$ cat config.mk
export PLATFORM = sky130hd
export DESIGN_NAME = cmpl_queue
export DESIGN_NICKNAME = d
export VERILOG_FILES = /design/src/rtl/cmpl_queue.sv
export SDC_FILE = /design/constraint.sdc
export NUM_CORES = 1
export LEC_CHECK = 0
export BUFFER_PORTS_ARGS = -buffer_cell sky130_fd_sc_hd__buf_2
export CORE_ASPECT_RATIO = 2
export CORE_MARGIN = 4
export CORE_UTILIZATION = 40
export CTS_BUF_LIST = sky130_fd_sc_hd__clkbuf_16
export CTS_CLUSTER_SIZE = 28
export DETAILED_ROUTE_END_ITERATION = 12
export PLACE_DENSITY = 0.54
export SYNTH_ARGS = -nofsm -noshare
export SYNTH_HDL_FRONTEND = slang
export SYNTH_SLANG_ARGS = --single-unit
$ cat constraint.sdc
create_clock -name clk -period 10.9 [get_ports clk]
set_input_delay 1.09 -clock clk [delete_from_list [all_inputs] [get_ports clk]]
set_output_delay 1.09 -clock clk [all_outputs]
set_load 0.005 [all_outputs]
$ cat src/rtl/cmpl_queue.sv
`timescale 1ns/1ps
module cmpl_queue #(
  parameter int DEPTH = 5,
  localparam int IW = (DEPTH > 1) ? $clog2(DEPTH) : 1,
  localparam int CW = $clog2(DEPTH + 1)
) (
  input  logic          clk,
  input  logic          rst_n,
  input  logic [1:0]    disp_valid,
  input  logic [1:0]    disp_branch,
  output logic          disp_ready,
  output logic [IW-1:0] disp_idx0,
  output logic [IW-1:0] disp_idx1,
  input  logic [1:0]    fin_valid,
  input  logic [IW-1:0] fin_idx0,
  input  logic [IW-1:0] fin_idx1,
  input  logic          mp_valid,
  input  logic [IW-1:0] mp_idx,
  output logic [1:0]    ret_valid,
  output logic [IW-1:0] ret_idx0,
  output logic [IW-1:0] ret_idx1,
  output logic [1:0]    ret_branch
);

  logic [IW-1:0]    head, tail;
  logic [CW-1:0]    count;
  logic [DEPTH-1:0] done, brf;

  function automatic logic [IW-1:0] nxt(input logic [IW-1:0] i);
    return (i == IW'(DEPTH - 1)) ? '0 : i + 1'b1;
  endfunction

  function automatic logic [CW-1:0] age_of(input logic [IW-1:0] i, input logic [IW-1:0] h);
    return (i >= h) ? CW'(i - h) : CW'(DEPTH) + CW'(i) - CW'(h);
  endfunction

  logic [CW-1:0] offered, free_n, ret_n, mp_age;
  logic [IW-1:0] h1;
  logic          acc;

  assign offered    = CW'(disp_valid[0]) + CW'(disp_valid[1]);
  assign free_n     = CW'(DEPTH) - count;
  assign disp_ready = !mp_valid && (free_n >= offered);
  assign acc        = disp_ready && (disp_valid != 2'b00);
  assign disp_idx0  = tail;
  assign disp_idx1  = disp_valid[0] ? nxt(tail) : tail;

  assign h1     = nxt(head);
  assign mp_age = age_of(mp_idx, head);

  assign ret_valid[0] = (count != '0) && done[head];
  assign ret_valid[1] = ret_valid[0] && (count >= CW'(2)) && done[h1] &&
                        !(mp_valid && mp_age == '0);
  assign ret_n      = CW'(ret_valid[0]) + CW'(ret_valid[1]);
  assign ret_idx0   = head;
  assign ret_idx1   = h1;
  assign ret_branch = {brf[h1] & ret_valid[1], brf[head] & ret_valid[0]};

  for (genvar g = 0; g < DEPTH; g++) begin : g_ent
    logic [CW-1:0] ea;
    logic vld, flushed, hit, wr0, wr1, clr;
    assign ea      = age_of(IW'(g), head);
    assign vld     = ea < count;
    assign flushed = mp_valid && vld && (ea > mp_age);
    assign hit     = (fin_valid[0] && fin_idx0 == IW'(g)) ||
                     (fin_valid[1] && fin_idx1 == IW'(g));
    assign wr0     = acc && disp_valid[0] && disp_idx0 == IW'(g);
    assign wr1     = acc && disp_valid[1] && disp_idx1 == IW'(g);
    assign clr     = (ret_valid[0] && head == IW'(g)) ||
                     (ret_valid[1] && h1 == IW'(g)) || flushed;

    always_ff @(posedge clk) begin
      if (!rst_n) begin
        done[g] <= 1'b0;
        brf[g]  <= 1'b0;
      end else begin
        if (clr)             done[g] <= 1'b0;
        else if (hit && vld) done[g] <= 1'b1;
        if (wr0)      brf[g] <= disp_branch[0];
        else if (wr1) brf[g] <= disp_branch[1];
      end
    end
  end

  always_ff @(posedge clk) begin
    if (!rst_n) begin
      head  <= '0;
      tail  <= '0;
      count <= '0;
    end else begin
      if (ret_n == CW'(1))      head <= h1;
      else if (ret_n == CW'(2)) head <= nxt(h1);
      if (mp_valid) begin
        tail  <= nxt(mp_idx);
        count <= mp_age + CW'(1) - ret_n;
      end else begin
        if (acc) tail <= (offered == CW'(2)) ? nxt(nxt(tail)) : nxt(tail);
        count <= count + (acc ? offered : '0) - ret_n;
      end
    end
  end

  AST_COUNT_LIMIT: assert property (@(posedge clk) disable iff (!rst_n)
    count <= CW'(DEPTH));
  AST_RET_PAIR: assert property (@(posedge clk) disable iff (!rst_n)
    ret_valid[1] |-> ret_valid[0]);
  AST_NO_RETIRE_TWICE: assert property (@(posedge clk) disable iff (!rst_n)
    ret_valid[0] |=> !(ret_valid[0] && ret_idx0 == $past(ret_idx0)));
  AST_FLUSH_TAIL: assert property (@(posedge clk) disable iff (!rst_n)
    mp_valid |=> tail == nxt($past(mp_idx)));
  AST_NO_DISP_FLUSH: assert property (@(posedge clk) disable iff (!rst_n)
    mp_valid |-> !disp_ready);

endmodule

Yosys cells after proc, flatten, opt, wreduce, memory -nomap -nowiden --
Cells that the tools add are included.
Storage, ports and cells: logic and storage cells 217, input bits 18, output and inout bits 17, register bits after elaboration 19
Cells by class: reduce and logical (&&, ||, !) cells 92, bitwise logic cells 3, eq/ne operators 29, magnitude comparators 20, muxes and demuxes 37, add/subtract/negate cells 23
Operators by type and width (count):
- 1-bit logical AND | 54
- 3-bit 2-to-1 mux | 18
- 3-bit by 2-bit == test with 1-bit output, second input constant | 12
- 3-bit == test, second input constant | 8
- 3-bit logical NOT | 7
- 3-bit by 1-bit adder with 3-bit output, second input constant | 6
- 3-bit by 1-bit == test with 1-bit output, second input constant | 6
- 2-bit nonzero test | 8
- 3-bit > comparator | 5
- 1-bit logical OR | 15
- 3-bit less-than comparator | 5
- 3-bit subtractor, first input constant | 5
- 1-bit 2-to-1 mux | 14
- 1-bit binary-select mux with 3-bit select | 4
- 2-bit OR reduction | 5
- 3-bit by 4-bit less-than comparator with 1-bit output, second input constant | 2
- 1-bit by 3-bit >= comparator with 1-bit output, first input constant | 2
- 2-bit by 3-bit >= comparator with 1-bit output, first input constant | 2
- 1-bit by 3-bit subtractor with 3-bit output, first input constant | 2
- 2-bit by 3-bit subtractor with 3-bit output, first input constant | 2
- 3-bit by 2-bit subtractor with 3-bit output | 2
- 3-bit subtractor | 2
- 1-bit by 1-bit adder with 2-bit output | 2
- 2-bit == test, second input constant | 2
- 12 further kinds | 14

Logic depth before layout (Yosys ltp) --
Gate-level depths: netlist of run 1.
depth in word-level cells 11, mapped depth 18, mapped depth without buffers 17

Worst setup path after synthesis of run 1 --
OpenSTA, ideal clock, no wires.
kind input to register, start point input port mp_idx[0], end point register count[2], setup slack 6.247 ns, path buffers 0, setup time 0.135 ns, stages 16, arrival 4.518 ns, path through inv_1 ha_1 fa_1 or3b_1 o31a_1 o211a_1 a2111oi_4 ha_1 ha_1 inv_1 ha_1 fa_1 xor2_1 xnor2_1 o21ai_0 a21oi_1
On the way: longest elaborated chain between the ends 10
RTL lines:
- start, declared | RTL line 18 | input logic [IW-1:0] mp_idx,
- 3-bit adder | RTL line 34 | return (i >= h) ? CW'(i - h) : CW'(DEPTH) + CW'(i) - CW'(h);
- 3-bit subtractor | RTL line 34
- 3-bit 2-to-1 mux (*) | RTL line 34
- 3-bit logical NOT (*) | RTL line 53 | !(mp_valid && mp_age == '0);
- 1-bit logical AND (*) | RTL line 53
- 1-bit logical NOT (*) | RTL line 53
- 1-bit logical AND (*) | RTL line 52 | assign ret_valid[1] = ret_valid[0] && (count >= CW'(2)) && done[h1] &&
- named net ret_valid[1] | RTL line 19 | output logic [1:0] ret_valid,
- 1-bit by 1-bit adder with 2-bit output (*) | RTL line 54 | assign ret_n = CW'(ret_valid[0]) + CW'(ret_valid[1]);
- 3-bit by 2-bit subtractor with 3-bit output (on tied branches) | RTL line 98, 95
- 3-bit 2-to-1 mux (*) | RTL line 93 | if (mp_valid) begin
- end signal, assigned | RTL line 95 | count <= mp_age + CW'(1) - ret_n;
- end signal, assigned | RTL line 98 | count <= count + (acc ? offered : '0) - ret_n;
- end, declared | RTL line 26 | logic [CW-1:0] count;
Mark *: on every way through the listed nets, which the timed path passes. The rest lies on a longest branch. A chain may end at the register's enable or synchronous reset.

Worst setup path after layout of run 1 --
start point input port mp_idx[0], end point register count[2]
On the way: longest elaborated chain between the ends 10
RTL lines (RTL line):
- 3-bit adder | 34
- 3-bit subtractor | 34
- 3-bit 2-to-1 mux (*) | 34
- 3-bit logical NOT | 53
- 1-bit logical AND | 53
- 1-bit logical NOT | 53
- 1-bit logical AND | 52
- 1-bit by 1-bit adder with 2-bit output | 54
- 3-bit by 2-bit subtractor with 3-bit output (on tied branches) | 98, 95
- 3-bit 2-to-1 mux (*) | 93
Every way passes the cells marked *; elsewhere a longest branch is shown, timed or not.

==> metrics.md, run 1 <==
| Metric | Value |
|---|---|
| Status | `completed` |
| Total gr overflow | `0` |
| Hold Path Class | `reg -> reg` |
| Ys async rst share | `0%` |
| Worst path arrival time | `5020 ps` |
| Final setup fails | `0` |
| Area of the multi-input gates | `0.002484 mm^2` |
| Core footprint | `0.007322 mm^2` |
| DRC violations left | `0` |
| Normalized max-slew margin | `42.05%` |
| CP max stage delay | `600 ps` |
| Synthesized area per cell | `7.904 um^2` |
| Layout cell share with drive strength beyond 1 | `14.35%` |
| Post-CTS Setup Bufs | `0` |
| RSZ-0062 raised after global routing | `false` |
| Register Area | `380.4 um^2` |
| Worst-case reg-to-reg path depth | `17` |
| TritonCTS buffer count | `3` |
| Crit-path max FO | `8` |
| Clock slew at reported path FFs | `60 ps` |
| RePlAce Congestion | `0.9332` |
| Min cycle time layout | `4896 ps` |
| Die height | `131.3 um` |
| Critical path cell sequence | `buf_2, inv_1, ha_1, fa_1, or3b_1, o31a_1, o211a_1, a2111oi_4, ha_1, ha_1, inv_1, ha_1, fa_1, xor2_1, xnor2_1, o21ai_0, a21oi_1` |
| Clk_lat worst skew | `260 ps` |
| Internal | `0.2117 mW` |
| Reg-to-reg endpoint | `count[2]` |
| Via count | `3011` |
| Register bit count reported by yosys | `19` |
| Power Total | `0.3696 mW` |
| Mapped Nets | `471` |
| Antenna diodes | `0` |
| Die area | `0.009151 mm^2` |
| Detailed Place HPWL | `7871 um` |
| IO Count | `35` |
| EDFF count, synth | `0` |
| Hold Startpoint | `brf[4]` |
| Cell Area, Placed | `0.003322 mm^2` |
| First-pass GRT wire length | `15860 um` |
| Crit Path Class | `in -> reg` |
| Finished Core Util | `46.46%` |
| Initial DRT Pass Iterations | `4` |
| Die width | `69.68 um` |
| Maxcap violations | `0` |
| Combinational share of power | `54.3%` |
| Setup Skew | `4.670 ps` |
| Period utilisation layout | `44.92%` |
| Vias in the first global route | `3190` |
| Synth Flop Type | `dfxtp_1` |
| Worst R2R Start | `ret_idx0[1]` |
| Syn. warnings | `0` |
| Initial antenna violation count | `0` |
| Crit end category | `flop` |
| Endpoints failing hold | `0` |
| Slew Limit Fails | `0` |
| Filler instances | `774` |
| Syn-to-layout area delta | `11.80%` |
| Cell variety after synth | `61` |
| CTS tree | `yes` |
| Max Freq | `204.3 MHz` |
| Required time of the critical path | `11030 ps` |
| CP most frequent cell | `ha_1` |
| Fin area | `0.003402 mm^2` |
| Pwr/cell area | `108.6 mW/mm^2` |
| Clock buffer depth | `2` |
| Initial core utilization | `41.56%` |
| Register area share after synthesis | `12.50%` |
| Sw Share | `42.73%` |
| DRT Wirelength | `9597 um` |
| Critical Path Slowest Stage Cell | `a2111oi_4` |
| Nets | `505` |
| R2R Setup Slk | `6250 ps` |
| CP startpoint kind | `input pin` |
| Tightest Pin Transition | `867.9 ps` |
| Clk sinks | `19` |
| Crit path from | `mp_idx[0]` |
| Largest net degree at the start of global routing | `24` |
| CTS root buf | `clkbuf_16` |
| Routed vias/inst | `5.904` |
| Post-route ant nets | `0` |
| Sequential power share | `24.5%` |
| Std-Cell Rows | `44` |
| Cells after Synth | `385` |
| PostCTS Resize Cnt | `0` |
| GRT Total Usage | `21.60%` |
| Min-Delay Path Depth | `2` |
| Synthesized area | `0.003043 mm^2` |
| Largest vdd supply drop | `0.00007026 V` |
| Post-CTS Hold Buffers | `0` |
| Static Leakage | `1.474 nW` |
| H-tree depth | `1` |
| Port buffer count | `34` |
| Sw Pwr | `0.1579 mW` |
| Worst Hold Path EP | `brf[4]` |
| Starting DRT DRC Count | `99` |
| Wire per inst | `18.82 um` |
| Clock share of power | `21.3%` |
| Sum Neg Setup Slack | `0 ps` |
how the worst max path moves through the flow:
stage                     to  slack, ps  cells past startpoint
floorplan           count[2]       6250                     16
global placement    count[2]       5850                     17
detailed placement  count[2]       5740                     17
CTS                 count[2]       6010                     17
global route        count[2]       5780                     17
finish              count[2]       6000                     17
cell usage after synthesis (all sizes together) (5+ instances only):
| cell | n | share of area, % |
|---|---|---|
| o21a | 8 | 2.0 |
| nor3 | 12 | 2.0 |
| nor2 | 34 | 4.3 |
| buf | 6 | 0.95 |
| nor4 | 5 | 1.7 |
| mux2i | 13 | 4.4 |
| ha | 65 | 27 |
| a211oi | 9 | 2.2 |
| nand3 | 11 | 1.8 |
| xnor2 | 7 | 2.3 |
| a21oi | 29 | 4.8 |
| inv | 35 | 4.3 |
| o21ai | 22 | 3.6 |
| nand2b | 6 | 1.2 |
| nor2b | 12 | 2.5 |
| nand2 | 27 | 3.3 |
| dfxtp | 19 | 12 |
logic make-up after synthesis:
group	count (synthesis)	share of synthesized area [%]
AOI/OAI and AO/OA	104	23.40
and+or+nand+nor	121	20.07
xor gates and xnor gates	9	2.837
muxes	18	6.620
buffers and inverters	46	5.879
adders and majority gates	68	28.70
DFF	19	12.50
power by group through the flow:
stage               clock network (mW)  registers (mW)  logic [mW]
finish                          0.0785          0.0904       0.201
global route                    0.0817          0.0919       0.231
CTS                             0.0809          0.0908       0.203
detailed placement                   0          0.0923       0.202
global placement                     0          0.0922       0.197
floorplan                            0          0.0867       0.144
worst max-delay path: cells and delay by family:
family | cells | cell delay (ps)
adders and majority gates | 6 | 1870
AOI/OAI and AO/OA | 5 | 1210
and+or+nand+nor | 1 | 370
xor gates and xnor gates | 2 | 280
buffers and inverters | 3 | 220
sequential cells by signal (all words and copies together) (netlist names):
name       count
count          3
disp_idx0      3
brf            5
done           5
ret_idx0       3
through the flow:
| stage | std cells | setup WS (ps) | hold WS (ps) |
|---|---|---|---|
| global placement | 506 | 5849 | 528.3 |
| detailed placement | 506 | 5740 | 532.4 |
| CTS | 510 | 6006 | 540.3 |
| global route | 510 | 5782 | 573.4 |
| floorplan | 385 | 6247 | 491.4 |
| finish | 510 | 6004 | 535.1 |
layout make-up:
type	count	share of cell area, %
multi-input cells	320	73.00
well taps	92	3.384
repair buffers	39	6.105
clock buffers	3	2.207
inverters	36	3.972
clock inverters	1	0.1471
flip-flops and latches	19	11.18
per-layer routing:
| metal | vias up | share of wire (%) | GRT usage, % |
|---|---|---|---|
| met3 | 38 | 2.7 | 1.529 |
| met1 | 1429 | 34 | 20.99 |
| met4 | 0 | 6.5 | 11.62 |
| li1 | 1463 | - | - |
| met2 | 81 | 57 | 43.30 |
| met5 | - | 0 | 0 |
layout by cell type (no fill, tap or decap), types with 4 or more instances in the layout:
cell type,instances
dfxtp_1,19
a211oi_1,9
inv_1,31
xnor2_1,6
buf_4,5
nand2_1,27
mux2_2,4
inv_2,4
o21a_1,8
mux2i_1,12
o22ai_1,4
nand2b_1,6
buf_2,34
nor2b_1,12
nor3_1,12
nand3_1,11
o21ai_0,22
a211o_1,4
ha_1,65
nor3b_1,4
a21oi_1,29
nor2_1,33
o2111ai_1,4
(Power assumes the default switching activity.)
==> inputs of run 2 (changes only) <==
PLACE_DENSITY = 0.56   (was 0.54)
clock period = 4.1 ns   (was 10.9 ns; I/O delays follow)
==> metrics.md, run 2 (same netlist as run 1, synthesis figures left out) <==
| Metric | Value |
|---|---|
| Normalized max-slew margin | `51.17%` |
| CTS root buf | `clkbuf_16` |
| DRC violations left | `0` |
| Cell Area, Placed | `0.003451 mm^2` |
| Static Leakage | `1.558 nW` |
| Total gr overflow | `0` |
| CTS tree | `yes` |
| Register Area | `381.6 um^2` |
| Syn-to-layout area delta | `16.04%` |
| Filler instances | `748` |
| DRT Wirelength | `9853 um` |
| Tightest Pin Transition | `731.3 ps` |
| RePlAce Congestion | `0.8985` |
| TritonCTS buffer count | `3` |
| Routed vias/inst | `5.767` |
| Worst path arrival time | `3910 ps` |
| Setup Skew | `1.588 ps` |
| Core footprint | `0.007322 mm^2` |
| Post-route ant nets | `0` |
| Die height | `131.3 um` |
| Wire per inst | `18.70 um` |
| Worst-case reg-to-reg path depth | `16` |
| Sum Neg Setup Slack | `0 ps` |
| Worst Hold Path EP | `brf[0]` |
| R2R Setup Slk | `340 ps` |
| Die area | `0.009151 mm^2` |
| Via count | `3039` |
| Largest vdd supply drop | `0.0001414 V` |
| Post-CTS Hold Buffers | `0` |
| Largest net degree at the start of global routing | `19` |
| Nets | `522` |
| Endpoints failing hold | `0` |
| Worst R2R Start | `ret_idx0[1]` |
| Most frequent cells in the layout | `65 x ha_1, 34 x buf_2, 33 x nor2_1, 31 x inv_1, 29 x a21oi_1` |
| H-tree depth | `1` |
| Std-Cell Rows | `44` |
| First-pass GRT wire length | `15880 um` |
| Clock slew at reported path FFs | `60 ps` |
| GRT Total Usage | `21.90%` |
| Initial core utilization | `41.56%` |
| Cell Count, Final, Fillers Out | `527` |
| Hold Path Class | `in -> reg` |
| Top flop regs | `brf (5), done (5)` |
| Pwr/cell area | `284.3 mW/mm^2` |
| Maxcap violations | `0` |
| Die width | `69.68 um` |
| Status | `completed` |
| Crit-path max FO | `8` |
| Starting DRT DRC Count | `140` |
| Layout cell share with drive strength beyond 1 | `17.93%` |
| Port buffer count | `34` |
| Required time of the critical path | `4250 ps` |
| Power Total | `1.004 mW` |
| Dpl ws | `104.1 ps` |
| Hold Startpoint | `disp_branch[0]` |
| Clock buffer depth | `2` |
| Max Freq | `266.0 MHz` |
| Min-Delay Path Depth | `3` |
| Period utilisation layout | `91.71%` |
| Most common cell after layout, fill and taps aside | `ha_1` |
| Fin area | `0.003531 mm^2` |
| Initial antenna violation count | `0` |
| Antenna diodes | `0` |
| CP startpoint kind | `flop` |
| Post-route setup slack | `339.9 ps` |
| Detailed Place HPWL | `8196 um` |
| Placed cell count | `523` |
| PostCTS Resize Cnt | `0` |
| IO Count | `35` |
| RSZ-0062 raised after global routing | `false` |
| Area of the multi-input gates | `0.002484 mm^2` |
| Clk_lat worst skew | `260 ps` |
| Crit Path Class | `reg -> reg` |
| Initial DRT Pass Iterations | `4` |
| Post-CTS Setup Bufs | `0` |
| Crit end category | `flop` |
| Reg-to-reg endpoint | `count[2]` |
| Min cycle time layout | `3760 ps` |
| Final setup fails | `0` |
| Vias in the first global route | `3087` |
| Clk sinks | `19` |
| Slew Limit Fails | `0` |
run 2: worst max path at each step:
stage                startpoint  endpoint  slack, ps  cells past startpoint
floorplan           ret_idx0[0]  count[2]         30                     17
global placement      mp_idx[0]  count[2]        140                     16
detailed placement    mp_idx[0]  count[2]        100                     16
CTS                 ret_idx0[1]  count[2]        330                     16
global route        ret_idx0[0]  count[2]         80                     15
finish              ret_idx0[1]  count[2]        340                     16
run 2: final cells by class:
cell class                 count  area share (%)
clock buffer                   3           2.126
clock inverter                 1          0.1417
inverter                      36           3.827
multi-input combinational    320           70.34
sequential                    19           10.81
tap                           92           3.260
timing repair buffer          56           9.497
run 2: metrics by stage:
step | hold slack [ps] | util (%)
after floorplan | 491.4 | -
after global placement | 540.6 | 47.13
after detailed placement | 538.8 | 47.13
after CTS | 473.7 | 48.22
after global routing | 495.2 | 48.22
final | 474.2 | 48.22
run 2: routing by layer:
metal  wire length, um  track usage (%)  share of wire [%]  vias to the layer above
met5                 0                0                  0                        -
met2              5451            43.62                 55                       88
met3               398            1.988                4.0                       37
met4               601            12.26                6.1                        0
li1                  -                -                  -                     1498
met1              3401            21.06                 35                     1416
run 2: worst max-delay path, cell delays in order (launching register included):
cell and delay, ps:
dfxtp_2 330, buf_4 160, ha_1 300, inv_1 80, ha_1 190, xnor2_1 140
o31a_1 250, o211a_1 170, a2111oi_4 320, ha_1 230, inv_1 60, fa_1 480
fa_1 440, xor2_1 160, xnor2_1 120, o21ai_0 140, a21oi_1 50
run 2: power by group:
group / internal (mW) / switching [mW]
registers: 0.205 / 0.0370
logic: 0.241 / 0.305
clock network: 0.131 / 0.0848
